`src/rtl/cbm_pkg.sv`:
```
package cbm_pkg;
  localparam logic [2:0] OPC_ZALLOC = 3'd0;
  localparam logic [2:0] OPC_ZSET   = 3'd1;
  localparam logic [2:0] OPC_FLUSH  = 3'd2;
  localparam logic [2:0] OPC_CLEAN  = 3'd3;
  localparam logic [2:0] OPC_TOUCH  = 3'd4;

  localparam logic [1:0] EXC_NONE  = 2'd0;
  localparam logic [1:0] EXC_ALIGN = 2'd1;
  localparam logic [1:0] EXC_DSI   = 2'd2;

  localparam logic [1:0] UPD_INVAL = 2'd0;
  localparam logic [1:0] UPD_MOD   = 2'd1;
  localparam logic [1:0] UPD_EXCL  = 2'd2;
  localparam logic [1:0] UPD_REF   = 2'd3;

  typedef enum logic [2:0] {
    S_IDLE, S_WB, S_BC, S_ZERO, S_FILL, S_UPD, S_DONE
  } seq_st_e;

  typedef struct packed {
    logic       wb;
    logic       bc;
    logic       zero;
    logic       fill;
    logic       upd;
    logic [1:0] upd_code;
    logic [1:0] exc;
  } plan_t;
endpackage

```
`src/rtl/cbm_decide.sv`:
```
module cbm_decide
  import cbm_pkg::*;
(
  input  logic [2:0] op,
  input  logic       fault,
  input  logic       wt,
  input  logic       ci,
  input  logic       coh,
  input  logic       en,
  input  logic       lock,
  input  logic       nopf,
  input  logic       hit,
  input  logic       hdirty,
  input  logic       vdirty,
  output plan_t      plan
);
  logic lock_or_off;
  logic wt_or_ci;

  always_comb begin
    lock_or_off = !en || lock;
    wt_or_ci    = wt || ci;
    plan        = '0;
    case (op)
      OPC_ZALLOC, OPC_ZSET: begin
        if (lock_or_off || wt_or_ci) begin
          plan.exc = (op == OPC_ZSET) ? EXC_ALIGN : EXC_NONE;
        end else if (fault) begin
          plan.exc = (op == OPC_ZSET) ? EXC_DSI : EXC_NONE;
        end else begin
          plan.wb       = !hit && vdirty;
          plan.bc       = coh;
          plan.zero     = 1'b1;
          plan.upd      = 1'b1;
          plan.upd_code = UPD_MOD;
        end
      end
      OPC_FLUSH, OPC_CLEAN: begin
        if (fault) begin
          plan.exc = EXC_DSI;
        end else begin
          plan.wb       = hit && hdirty;
          plan.bc       = coh;
          plan.upd      = (op == OPC_FLUSH) ? hit : (hit && hdirty);
          plan.upd_code = (op == OPC_FLUSH) ? UPD_INVAL : UPD_EXCL;
        end
      end
      OPC_TOUCH: begin
        if (!(fault || ci || lock_or_off || nopf)) begin
          plan.fill     = !hit;
          plan.upd      = 1'b1;
          plan.upd_code = UPD_REF;
        end
      end
      default: plan = '0;
    endcase
  end
endmodule

```
`src/rtl/cbm_beat.sv`:
```
module cbm_beat #(
  parameter int unsigned BEATS = 4,
  localparam int unsigned CW   = (BEATS > 1) ? $clog2(BEATS) : 1
) (
  input  logic          clk,
  input  logic          rst_n,
  input  logic          run,
  output logic [CW-1:0] cnt,
  output logic          last
);
  logic [CW-1:0] cnt_d;

  assign last = (cnt == CW'(BEATS - 1));

  always_comb begin
    cnt_d = cnt;
    if (run) cnt_d = last ? '0 : cnt + 1'b1;
  end

  always_ff @(posedge clk or negedge rst_n) begin
    if (!rst_n)   cnt <= '0;
    else if (run) cnt <= cnt_d;
  end
endmodule

```
`src/rtl/cbm_seq.sv`:
```
module cbm_seq
  import cbm_pkg::*;
#(
  parameter int unsigned LINE_BYTES = 32,
  parameter int unsigned BEAT_BITS  = 64,
  localparam int unsigned BEATS     = (LINE_BYTES * 8) / BEAT_BITS,
  localparam int unsigned CW        = (BEATS > 1) ? $clog2(BEATS) : 1
) (
  input  logic          clk,
  input  logic          rst_n,
  input  logic          op_valid,
  output logic          op_ready,
  input  logic [2:0]    op_code,
  input  logic          prot_fault,
  input  logic          pg_wt,
  input  logic          pg_ci,
  input  logic          pg_coh,
  input  logic          cache_en,
  input  logic          cache_lock,
  input  logic          no_prefetch,
  input  logic          line_hit,
  input  logic          hit_dirty,
  input  logic          victim_dirty,
  output logic          wb_req,
  input  logic          wb_ack,
  output logic          bc_req,
  input  logic          bc_ack,
  output logic          fill_req,
  input  logic          fill_ack,
  output logic          zero_we,
  output logic [CW-1:0] zero_beat,
  output logic          upd_valid,
  output logic [1:0]    upd_code,
  output logic          done,
  output logic [1:0]    done_exc
);
  seq_st_e st_q, st_d;
  plan_t   plan_d, plan_q;
  logic    accept;
  logic    beat_last;
  logic [4:0] need_d, need_q;

  cbm_decide u_decide (
    .op(op_code), .fault(prot_fault), .wt(pg_wt), .ci(pg_ci), .coh(pg_coh),
    .en(cache_en), .lock(cache_lock), .nopf(no_prefetch), .hit(line_hit),
    .hdirty(hit_dirty), .vdirty(victim_dirty), .plan(plan_d)
  );

  cbm_beat #(.BEATS(BEATS)) u_beat (
    .clk(clk), .rst_n(rst_n), .run(zero_we), .cnt(zero_beat), .last(beat_last)
  );

  function automatic seq_st_e phase_of(input int idx);
    case (idx)
      0:       phase_of = S_WB;
      1:       phase_of = S_BC;
      2:       phase_of = S_ZERO;
      3:       phase_of = S_FILL;
      default: phase_of = S_UPD;
    endcase
  endfunction

  // lowest-index needed phase at or after 'from', else completion
  function automatic seq_st_e next_phase(input logic [4:0] need, input int from);
    seq_st_e r;
    r = S_DONE;
    for (int i = 4; i >= 0; i--) begin
      if (need[i] && i >= from) r = phase_of(i);
    end
    next_phase = r;
  endfunction

  assign need_d = {plan_d.upd, plan_d.fill, plan_d.zero, plan_d.bc, plan_d.wb};
  assign need_q = {plan_q.upd, plan_q.fill, plan_q.zero, plan_q.bc, plan_q.wb};
  assign accept = op_valid && op_ready;

  always_comb begin
    st_d = st_q;
    case (st_q)
      S_IDLE: if (accept) st_d = (plan_d.exc != EXC_NONE) ? S_DONE : next_phase(need_d, 0);
      S_WB:   if (wb_ack)    st_d = next_phase(need_q, 1);
      S_BC:   if (bc_ack)    st_d = next_phase(need_q, 2);
      S_ZERO: if (beat_last) st_d = next_phase(need_q, 3);
      S_FILL: if (fill_ack)  st_d = next_phase(need_q, 4);
      S_UPD:  st_d = S_DONE;
      S_DONE: st_d = S_IDLE;
      default: st_d = S_IDLE;
    endcase
  end

  always_ff @(posedge clk or negedge rst_n) begin
    if (!rst_n) st_q <= S_IDLE;
    else        st_q <= st_d;
  end

  always_ff @(posedge clk or negedge rst_n) begin
    if (!rst_n)      plan_q <= '0;
    else if (accept) plan_q <= plan_d;
  end

  assign op_ready  = (st_q == S_IDLE);
  assign wb_req    = (st_q == S_WB);
  assign bc_req    = (st_q == S_BC);
  assign zero_we   = (st_q == S_ZERO);
  assign fill_req  = (st_q == S_FILL);
  assign upd_valid = (st_q == S_UPD);
  assign upd_code  = upd_valid ? plan_q.upd_code : 2'd0;
  assign done      = (st_q == S_DONE);
  assign done_exc  = done ? plan_q.exc : EXC_NONE;
endmodule

```
`config.mk`:
```
export PLATFORM = sky130hd
export DESIGN_NAME = cbm_seq
export DESIGN_NICKNAME = d
export VERILOG_FILES = /design/src/rtl/cbm_pkg.sv /design/src/rtl/cbm_decide.sv /design/src/rtl/cbm_beat.sv /design/src/rtl/cbm_seq.sv
export SDC_FILE = /design/constraint.sdc
export NUM_CORES = 1
export LEC_CHECK = 0
export BUFFER_PORTS_ARGS = -buffer_cell sky130_fd_sc_hd__buf_2
export CORE_MARGIN = 1.5
export CORE_UTILIZATION = 35
export DETAILED_ROUTE_END_ITERATION = 12
export GPL_TIMING_DRIVEN = 0
export PLACE_DENSITY = 0.7
export SLEW_MARGIN = 20
export SYNTH_ARGS = -nofsm -noshare
export SYNTH_HDL_FRONTEND = slang
export SYNTH_SLANG_ARGS = --single-unit
```
`constraint.sdc`:
```
create_clock -name clk -period 1.43 [get_ports clk]
set_input_delay 0.2145 -clock clk [delete_from_list [all_inputs] [get_ports clk]]
set_output_delay 0.2145 -clock clk [all_outputs]
set_load 0.02 [all_outputs]
```
**After elaboration in Yosys (flattened, before gate mapping)**

Cells that the tools add are included.

- $add $sub $neg: 1
- Mux-type cells: 38
- Reduce and logical (&&, ||, !) cells: 17
- Eq/ne operators: 16

Operators by type and width:

| operator | count |
|---|---|
| 3-bit two-way mux | 17 |
| 2-bit two-way mux | 12 |
| 3-bit one-hot mux with 6 select lines | 1 |
| 3-bit by 2-bit equality test with 1-bit output (second input constant) | 4 |
| 3-bit equality test (second input constant) | 4 |
| 2-bit by 1-bit inequality test with 1-bit output (second input constant) | 5 |
| 3-bit one-hot mux with 3 select lines | 1 |
| 2-bit one-hot mux with 2 select lines | 2 |
| 3-bit by 1-bit equality test with 1-bit output (second input constant) | 2 |
| 3-bit zero test | 2 |
| 1-bit logical OR | 6 |
| 5-bit AND reduction | 1 |
| 1-bit two-way mux | 4 |
| 4-bit two-way mux | 1 |
| 2-bit OR reduction | 2 |
| 1-bit logical AND | 3 |
| 2-bit by 1-bit adder with 2-bit output (second input constant) | 1 |
| 2-bit equality test (second input constant) | 1 |
| 1-bit zero test | 2 |
| 2-bit nonzero test | 1 |

- Bits of input ports: 19
- Word-level logic and storage cells: 80
- Output and inout bits: 13
- Register bits after elaboration: 13

**Longest topological paths before layout**

Gate-level depths: netlist of run 1.

- Depth in word-level cells: 14
- Gate-level depth with buffers: 6
- Mapped depth without buffers: 6

**Cells and area by module**

From an unflattened synthesis of run 1, not the netlist that was laid out.

- Cell total of the unflattened synthesis: 107
- Area total of the unflattened synthesis: 974.7 um2

By module, submodules not included:

| module | area an instance (um2) | sequential area each (um2) | times used | cells an instance |
|---|---|---|---|---|
| cbm_seq | 703.2 | 275.3 | 1 | 77 |
| cbm_decide | 177.7 | 0.0 | 1 | 24 |
| cbm_beat | 93.8 | 50.0 | 1 | 6 |

**Worst setup path before layout of run 1**

Ideal clock, no wire load.

- Kind: register to register
- Start: reg st_q[0]
- End: reg st_q[0]
- Data arrival time: 1672 ps
- Required time: 1335 ps
- Cell stages (with the launch flop): 7
- Slack: -338 ps
- Setup time: 95 ps
- Path buffers: 1
- Period minus slack after synthesis: 1768 ps
- Cells stage by stage: dfrtp_1 -> buf_2 -> nor3b_1 -> nand2_1 -> nand3_1 -> a311oi_1 -> o31ai_1

- Elaborated cells on any way between the ends: 14
- Those cells by class: 10 x eq/ne; 1 x mux; 3 x reduce/logical

RTL lines:

| item | RTL line | text |
|---|---|---|
| from (decl) | cbm_seq.sv:37 | `seq_st_e st_q, st_d;` |
| from (signal assigned) | cbm_seq.sv:93 | `else st_q <= st_d;` |
| 3-bit equality test (*) | n/a |  |
| via fill_req | cbm_seq.sv:28 | `output logic fill_req,` |
| 2-bit by 1-bit inequality test with 1-bit output (no line) | n/a |  |
| 5-bit AND reduction (no line) | n/a |  |

Mark *: on every way through the listed nets, which the timed path passes. The rest lies on a longest branch.
A chain may end at the register's enable or synchronous reset.

**Worst setup path after layout of run 1**

- Start: reg st_q[2]
- End: reg st_q[1]

- Longest elaborated chain between the ends: 4
- Elaborated cells on any way between the ends: 14
- Those cells by class: 10 x eq/ne; 1 x mux; 3 x reduce/logical

RTL lines:

| item | RTL line | text |
|---|---|---|
| 3-bit zero test | cbm_seq.sv:79, cbm_seq.sv:101 |  |
| 1-bit logical AND | cbm_seq.sv:75 | `assign accept = op_valid && op_ready;` |
| 2-bit by 1-bit inequality test with 1-bit output (no line) | n/a |  |
| 5-bit AND reduction (no line) | n/a |  |

Parallel ways exist; a longest one is shown, timed or not.

==> impl_results.md, run 1 <==
- Crit path cell chain: buf_6, or4_4, a221oi_2, o31ai_2, a31o_1
- Die ar.: 3091 µm²
- R2R Path Start: st_q[2]
- Worst path slowest cell: or4_4
- Clock latency on the worst-skew pair: approximately 0.28 ns
- DRC: 0
- Post-DP HPWL: 1992 µm
- Setup TNS Final: -1.825 ns
- Post-Syn Instances: 117
- Die Span Y: around 56 µm
- Drt first pass iters: 4
- Vias: 1038
- Synth cell types: 38
- CP Max Fanout: 7
- Min-Delay Path Class: primary input to flop
- Peak supply drop: 0.9941 mV
- Skew final: 0.001597 ns
- Util after Layout: roughly 57%
- Commonest non-fill, non-tap cell in the layout: buf_2
- Initial antenna violation count: 0
- Adder-Cell Fraction of Synth Area: 1.292%
- PnR worst setup slack: -0.2351 ns
- Seq/Total Area, Yosys: ~34%
- CP Capture Type: flop
- DP Worst Slack: -0.2910 ns
- Mean Syn Cell Area: 8.277 µm²
- Total CTS buffers: 3
- Initial core utilization: between 30% and 40%
- First-pass GRT wire length: 4284 µm
- Final ANT Viol Nets: 0
- Most frequent cells in the layout: buf_2 (25), dfrtp_1 (13), nand2_1 (8), nor2_1 (8), buf_4 (8)
- Worst Path Arrival: 1.84 ns
- Compound-Gate Fraction of Synth Area: 22.22%
- Syn_nets: 137
- Slew Viols, Final: 0
- I/O pins: 32
- Antenna Cells: 0
- Share of cells above drive strength 1: 42.77%
- Tmin final: 1.665 ns
- Ys Warns: 0
- Rel. slew slack: 69.52%
- Vias per inst: about 5.5
- Drt first-iter violations: 34
- Final wirelength: 2766 µm
- Max stage delay on crit path: ~0.48 ns
- Final hold vios: 0
- Layout area overhead: 49.23%
- Critical path launch point type: flop
- Placed Area: 1187 µm²
- Max_cap viols: 0
- Largest family of logic cells by synthesized area: simple AND/OR/NAND/NOR gates
- Sink Count: 13
- Final setup fails: 21
- Top delay family on crit path: compound AO/OA/AOI/OAI gates
- Failing checks: negative setup slack
- PnR Total Power: 2.319 mW
- CTS tree: done
- Crit Path Class: flop to flop
- Critical Path RT: 1.61 ns
- Post-Syn Area: ~970 µm²
- Die width: 55.60 µm
- Tightest Pin Transition: 0.4552 ns
- Rows: 18
- CTS root buffer: clkbuf_4
- Ys flop type: dfrtp_1
- Hold path startpoint: fill_ack
- Tot GR Track Use: about 18%
- Simple-gate area share of the yosys netlist: 32.82%
- XOR/XNOR Fraction of Synth Area: 0%
- H-tree depth: 1
- Final net count: 180
- Avg WL per Cell: 14.63 µm
- Port Buf Inserts: 30
- CP Buf/Inv Count: 1
- Grt ovf: 0
- Core footprint: 2545 µm²
- PwrDens: 1605 nW/µm²
- Fin area: 1445 µm²
- Synth async-reset ratio: 100.0%
- Largest net degree at the start of global routing: 14
- Placer Congestion: roughly 0.83
- Leakage: 0.7176 nW
- CTS clk-pin slew, worst paths: 0.08 ns
- CP startpoint: st_q[2]
- #FFs+latches synth: 13
- RSZ-0062 raised after global routing: yes
- Vias in the first global route: around 900
- Multiplexer share of the synthesized area: 4.393%
- Fmax: 0.6006 GHz
- Status: finished with violations
- CTS Buffer Depth: 2
- Post-synth EDFFs: 0
- Tcrit/Tclk final: 116.4%
## tightest hold or removal path, stage by stage
cell	delay, ns
buf_2	0.07
inv_1	0.05
o2bb2ai_1	0.12
## report_power, final
part	switching, mW	internal, mW	leakage [nW]
clock	0.125	0.109	0.0150
combinational	0.792	0.735	0.527
sequential	0.0878	0.471	0.175
total	1.01	1.31	0.718
## worst paths after layout
path	to	slack [ns]	cells past startpoint
max in group asynchronous	need_q[1]	0.87	2
max reg2reg	st_q[1]	-0.24	5
min reg2reg	plan_q[2]	0.50	2
min	st_q[2]	0.21	3
min in group asynchronous	u_beat.cnt[0]	0.33	2
max	st_q[1]	-0.24	5
## sequential cells by signal, indices dropped and copies added (netlist names)
register and count:
need_q 4, plan_q 4, st_q 3, u_beat.cnt 2
## cell families after synthesis
kind of cell / count (synthesis)
AO/OA/AOI/OAI: 31
adder cells (fa/ha/maj): 1
buffers and inverters: 12
flip-flops: 13
multiplexers: 4
AND/OR/NAND/NOR: 56
## metrics by stage
step | cells | hold slack, ns
after detailed placement | 177 | 0.1179
after floorplan | 117 | -0.08109
after global routing | 189 | 0.2238
after CTS | 186 | 0.2011
after global placement | 177 | 0.1059
final | 189 | 0.2127
## layout make-up
cell class / count / area (µm²)
fill: 234 / 1100
multi-input combinational: 92 / 716.9
sequential: 13 / 325.3
timing repair buffer: 38 / 240.2
buffer: 7 / 80.08
tap: 30 / 37.54
clock buffer: 4 / 26.28
inverter: 5 / 18.77
## layer usage
metal  GRT usage (%)  up-vias  share of wire [%]
met4           7.666        0                1.9
met5               0        -                  0
met2           30.44       38                 49
met1           22.40      487                 44
li1                -      507                  -
met3           1.395        6                4.8
## cell usage after synthesis, types with 3 or more instances
cell type / instances / area share (%)
nor3b_1: 5 / 3.9
o21ai_0: 11 / 5.7
nor2b_1: 8 / 5.2
nand2_1: 12 / 4.7
and2_1: 4 / 2.6
inv_1: 5 / 1.9
nor2_1: 9 / 3.5
and3_1: 3 / 1.9
nand3_1: 3 / 1.5
nand2b_1: 3 / 1.9
a21oi_1: 3 / 1.5
dfrtp_1: 13 / 34
clkbuf_1: 4 / 1.5
## timing repair
action / CTS / global route
gates cloned: 1 / 0
hold buffers: 1 / 0
endpoints found under the setup margin: 21 / 23
buffers inserted: 3 / 3
gates resized for setup: 19 / 26
hold endpoints to repair: 13 / 0
pin swaps: 3 / 6
Note: power is estimated with default switching activity, not from simulation.
==> run 2: changes to the inputs <==
--- a/config.mk
+++ b/config.mk
@@ -5,6 +5,7 @@
 export SDC_FILE = /design/constraint.sdc
 export NUM_CORES = 1
 export LEC_CHECK = 0
+export ABC_AREA = 1
 export BUFFER_PORTS_ARGS = -buffer_cell sky130_fd_sc_hd__buf_2
 export CORE_MARGIN = 1.5
 export CORE_UTILIZATION = 35
==> impl_results.md, run 2 <==
- CTS tree: done
- Multiplexer share of the synthesized area: 0%
- I/O pins: 32
- Core footprint: 2710 µm²
- Syn_nets: 167
- Placed insts: 209
- XOR/XNOR Fraction of Synth Area: 0%
- Rel. slew slack: about 76%
- CTS clk-pin slew, worst paths: roughly 0.090 ns
- Final wirelength: 2585 µm
- Post-Syn Area: around 1000 µm²
- Grt ovf: 0
- P_int: 1.552 mW
- PnR Total Power: between 2 and 3 mW
- Mean Syn Cell Area: 6.699 µm²
- Rows: 19
- Final hold vios: 0
- Min-Delay Path Class: primary input to flop
- Top delay family on crit path: buffers and inverters
- CTS Buffer Depth: 2
- PnR worst setup slack: -0.08546 ns
- Ys flop type: dfrtp_1
- Worst path slowest cell: dfrtp_1
- Initial core utilization: 36.33%
- Critical Path RT: 1.22 ns
- #FFs+latches synth: 13
- Post-synth EDFFs: 0
- CTS root buffer: clkbuf_4
- Ys Warns: 0
- Synth cell types: 28
- Clock latency on the worst-skew pair: ~0.28 ns
- Leakage: 0.8293 nW
- Tcrit/Tclk final: 106.0%
- Crit path cell chain: inv_2, nor2_4, buf_4, buf_6, nand2_4, inv_2, buf_6
- Initial antenna violation count: 0
- Tmin final: 1.515 ns
- Port Buf Inserts: 31
- Sink Count: 13
- Drt first-iter violations: 32
- Cell accounting for the most synthesized area: dfrtp_1
- Fin area: 1550 µm²
- Die ar.: between 3000 and 4000 µm²
- Status: finished with violations
- Post-DP HPWL: 1757 µm
- Fmax: 0.6599 GHz
- Final setup fails: 16
- FILL cells: ~250
- Max_cap viols: 0
- Total CTS buffers: 3
- Most frequent cells in the layout: nand2_1 (41), buf_2 (20), inv_1 (19), buf_4 (19)
- Die width: 56.04 µm
- Synth top cells by count: nand2_1 (42), inv_1 (28), dfrtp_1 (13)
- Sw frac: 46.22%
- Placer Congestion: around 0.78
- Clock network power share: under 10%
- Crit Path Class: flop to output port
- Critical path launch point type: flop
- Layout area overhead: 57.43%
- Share of cells above drive strength 1: approximately half
- Tightest Pin Transition: around 0.36 ns
- Vias: ~1100
- Dominant cell by count in the synthesized netlist: nand2_1
- Commonest non-fill, non-tap cell in the layout: nand2_1
- Avg WL per Cell: about 11 µm
- Peak supply drop: around 1.4 mV
- Placed Area: between 1000 and 1500 µm²
- Failing checks: negative setup slack
- Post-synth top area share: 33.04%
- Seq/Total Area, Yosys: about a third
- H-tree depth: 1
- PwrDens: 1862 nW/µm²
- Adder-Cell Fraction of Synth Area: 1.271%
- Vias per inst: 4.607
- Fin cells: about 230
- CP Max Fanout: 3
- Share of power burned in registers: 22.0%
- RSZ-0062 raised after global routing: yes
- Compound-Gate Fraction of Synth Area: roughly 15%
- Antenna Cells: 0
- Setup TNS Final: -0.6831 ns
- Psw: 1.334 mW
- Synth async-reset ratio: 100.0%
- Post-Syn Instances: 147
- CP Buf/Inv Count: 5
- DRC: 0
- Vias in the first global route: 922
- Tot GR Track Use: between 15 and 20%
- Final ANT Viol Nets: 0
- Skew final: 0.007584 ns
- Worst Path Arrival: 1.30 ns
- Combinational power share: 69.9%
- Largest net degree at the start of global routing: 14
- First-pass GRT wire length: 3898 µm
- Max stage delay on crit path: 0.41 ns
- Synth area leaders: dfrtp_1 (33%), nand2_1 (16%), inv_1 (11%)
- Drt first pass iters: 6
- Final net count: 224
- Simple-gate area share of the yosys netlist: 36.85%
- Largest family of logic cells by synthesized area: simple AND/OR/NAND/NOR gates
- Die Span Y: 56.04 µm
- CP Capture Type: output port
- Slew Viols, Final: 0
==> run 2: changes by cell type in the layout (fill, tap and decap cells not counted), moves of 4 or more <==
cell / previous run / this run
buf_2: 25 / 20
buf_4: 8 / 19
buf_6: 7 / 13
inv_1: 5 / 19
inv_2: 0 / 13
nand2_1: 8 / 41
nand3_1: 2 / 7
nor2_4: 1 / 6
nor2b_1: 6 / 0
nor3b_1: 4 / 0
==> run 2: path summary, 6_finish.rpt <==
path	endpoint	cells after the start	start	slack [ns]
setup / recovery	fill_req	7	st_q[2]	-0.09
hold / removal	plan_q[0]	2	op_code[1]	0.21
setup reg to reg	plan_q[0]	7	st_q[1]	-0.07
hold reg to reg	need_q[3]	2	need_q[3]	0.48
max in group asynchronous	st_q[1]	2	rst_n	0.84
min in group asynchronous	u_beat.cnt[0]	2	rst_n	0.34
==> run 2: logic make-up after synthesis <==
family          Yosys count
flops                    13
fa+ha+maj                 1
compound gates           22
buf+inv                  34
simple gates             77
==> run 2: power by group through the flow <==
stage,sequential (mW),combinational [mW],clock (mW)
2_1_floorplan,0.644,0.880,0
3_3_place_gp,0.637,1.19,0
3_5_place_dp,0.640,1.20,0
4_1_cts,0.633,1.51,0.236
5_1_grt,0.651,2.21,0.257
6_report,0.636,2.02,0.232
==> run 2: area by class of cell <==
class	count	area (µm²)	area share [%]
Buffer	1	11.26	0.7264
Clock buffer	3	22.52	1.453
Clock inverter	1	5.005	0.3228
Inverter	33	126.4	8.152
Multi-Input combinational cell	100	630.6	40.68
Sequential cell	13	327.8	21.15
Tap cell	31	38.79	2.502
Timing Repair Buffer	52	387.9	25.02
==> run 2: what timing repair did <==
item / CTS / global route
hold endpoints to repair: 13 / 0
cloned: 0 / 1
hold buffers: 1 / 0
setup endpoints to repair: 11 / 21
gates resized for setup: 27 / 31
setup buffers: 9 / 10
pin swaps: 3 / 5
==> run 2: stage by stage <==
step                hold slack (ns)  setup slack, ns  utilization [%]
finish                       0.2141         -0.08546            57.20
global route                 0.2121          -0.1652            57.20
CTS                          0.1771          -0.1106            50.05
detailed placement           0.1181          0.03836            43.77
global placement             0.1177          0.03284            43.77
floorplan                  -0.08109         -0.04544                -
==> run 2: metal layers <==
metal  global-route usage [%]  share of wire (%)
met4                    4.082               0.54
met5                        0                  0
met1                    21.56                 46
met3                    2.326                4.2
met2                    24.71                 50
==> run 3: changes to the inputs <==
--- a/config.mk
+++ b/config.mk
@@ -6,12 +6,14 @@
 export NUM_CORES = 1
 export LEC_CHECK = 0
 export ABC_AREA = 1
+export ABC_CLOCK_PERIOD_IN_PS = 1430
 export BUFFER_PORTS_ARGS = -buffer_cell sky130_fd_sc_hd__buf_2
 export CORE_MARGIN = 1.5
 export CORE_UTILIZATION = 35
 export DETAILED_ROUTE_END_ITERATION = 12
 export GPL_TIMING_DRIVEN = 0
 export PLACE_DENSITY = 0.7
+export REMOVE_ABC_BUFFERS = 1
 export SLEW_MARGIN = 20
 export SYNTH_ARGS = -nofsm -noshare
 export SYNTH_HDL_FRONTEND = slang
==> impl_results.md, run 3 (synthesis gave the netlist of run 2 again) <==
- CP Capture Type: output port
- PwrDens: 1813 nW/µm²
- Met1 GRT Util: 19.34%
- DRC: 0
- CP Buf/Inv Count: 3
- Skew final: between 0.001 and 0.0015 ns
- Crit path cell chain: nor2_4, inv_2, nor2_4, inv_2, nor2_1, buf_4
- Status: finished with violations
- Final setup fails: 11
- Initial core utilization: a little over a third
- Leakage: roughly 0.77 nW
- Final wirelength: 2371 µm
- Failing checks: negative setup slack
- Tcrit/Tclk final: 106.5%
- Drt first-iter violations: 13
- Commonest non-fill, non-tap cell in the layout: nand2_1
- Rows: 19
- M3 GR Usage: 2.326%
- I/O pins: 32
- Drt first pass iters: 4
- Reg2Reg Depth: 10
- Sink Count: 13
- Largest net degree at the start of global routing: 14
- Max stage delay on crit path: around 0.46 ns
- Min-Delay Path Class: primary input to flop
- Port Buf Inserts: 31
- Vias: 1045
- Die width: ~56 µm
- Initial antenna violation count: 0
- Crit Path Class: flop to output port
- CP Max Fanout: 4
- Die Span Y: 56.04 µm
- First-pass GRT wire length: 3705 µm
- H-tree depth: 1
- Placed Area: 1167 µm²
- CTS tree: done
- Critical Path RT: 1.22 ns
- Util after Layout: 52.63%
- Grt met2 use: about a quarter
- Max_cap viols: 0
- Post-DP HPWL: 1696 µm
- Worst path slowest cell: dfrtp_2
- Clock latency on the worst-skew pair: roughly 0.27 ns
- Layout area overhead: 44.85%
- Vias in the first global route: 887
- Fmax: 0.6565 GHz
- Fin area: 1426 µm²
- Tot GR Track Use: 14.65%
- Antenna Cells: 0
- Peak supply drop: 1.426 mV
- Tmin final: 1.523 ns
- Avg WL per Cell: 10.49 µm
- Critical path launch point type: flop
- Die ar.: 3140 µm²
- Core footprint: 2710 µm²
- CTS Buffer Depth: 2
- Final hold vios: 0
- Tightest Pin Transition: ~0.29 ns
- CTS clk-pin slew, worst paths: around 0.08 ns
- RSZ-0062 raised after global routing: yes
- Top delay family on crit path: flip-flops
- Share of cells above drive strength 1: 44.62%
- Placer Congestion: 0.7736
- Grt ovf: 0
- Total CTS buffers: 3
- FILL cells: 271
- Final ANT Viol Nets: 0
- Vias per inst: 4.624
- Critical path depth: 6
- CTS root buffer: clkbuf_4
- Rel. slew slack: 80.64%
- Hold path cells: 2
- Layer with the highest usage: met2
- Final net count: around 220
- Slew Viols, Final: 0
- DP Worst Slack: 0.03486 ns
- Most frequent cells in the layout: nand2_1 (41), buf_2 (21), inv_1 (20), buf_4 (15)
- PnR worst setup slack: -0.09326 ns
- Worst Path Arrival: 1.31 ns
-- run 3: cell type report --
cell class                 instances  area, µm²  share of cell area, %
sequential                        13      327.8                  22.98
tap                               31      38.79                  2.719
timing repair buffer              45      317.8                  22.28
clock buffer                       4      26.28                  1.842
inverter                          33      128.9                  9.035
multi-input combinational        100      586.8                  41.14
-- run 3: worst reg2reg max path, stage by stage, from the launching register on --
cell      delay [ns]
dfrtp_1         0.41
buf_6           0.14
nor2_4          0.14
nand2_2         0.09
buf_6           0.13
o21ai_4         0.15
nand2_1         0.07
a21boi_1        0.12
nand2_1         0.06
nand2_1         0.05
nand2_1         0.05
-- run 3: path summary, 6_finish.rpt --
kind,start,end,slack (ns)
max in group asynchronous,rst_n,st_q[0],0.82
max,st_q[1],upd_code[1],-0.09
max reg2reg,st_q[2],st_q[0],-0.02
min reg2reg,plan_q[3],plan_q[3],0.49
min,op_code[1],plan_q[0],0.19
min in group asynchronous,rst_n,u_beat.cnt[0],0.36
-- run 3: metrics by stage --
stage	cells	power (mW)	setup TNS [ns]	hold slack (ns)
3_3_place_gp	208	1.780	0	0.1169
2_1_floorplan	146	1.486	-0.8031	-0.08109
4_1_cts	220	2.243	-0.4588	0.1858
3_5_place_dp	208	1.792	0	0.1205
6_report	226	2.586	-0.4835	0.1874
5_1_grt	226	2.796	-1.357	0.1874
-- run 3: power breakdown --
group          switching, mW  internal [mW]
sequential             0.135          0.503
combinational          0.961          0.760
clock                  0.119          0.108
-- run 3: per-layer routing --
metal  wire (µm)  vias up
met2        1136       25
met3          87        2
met5           0        -
li1            -      554
met4          18        0
met1        1129      464
-- run 3: what timing repair did --
item                       in CTS  in global routing
gates resized for setup        20                 26
hold buffers                    1                  0
pin swaps                       5                 10
setup endpoints to repair      11                 15
hold endpoints to repair       13                  0
buffers inserted                7                  6
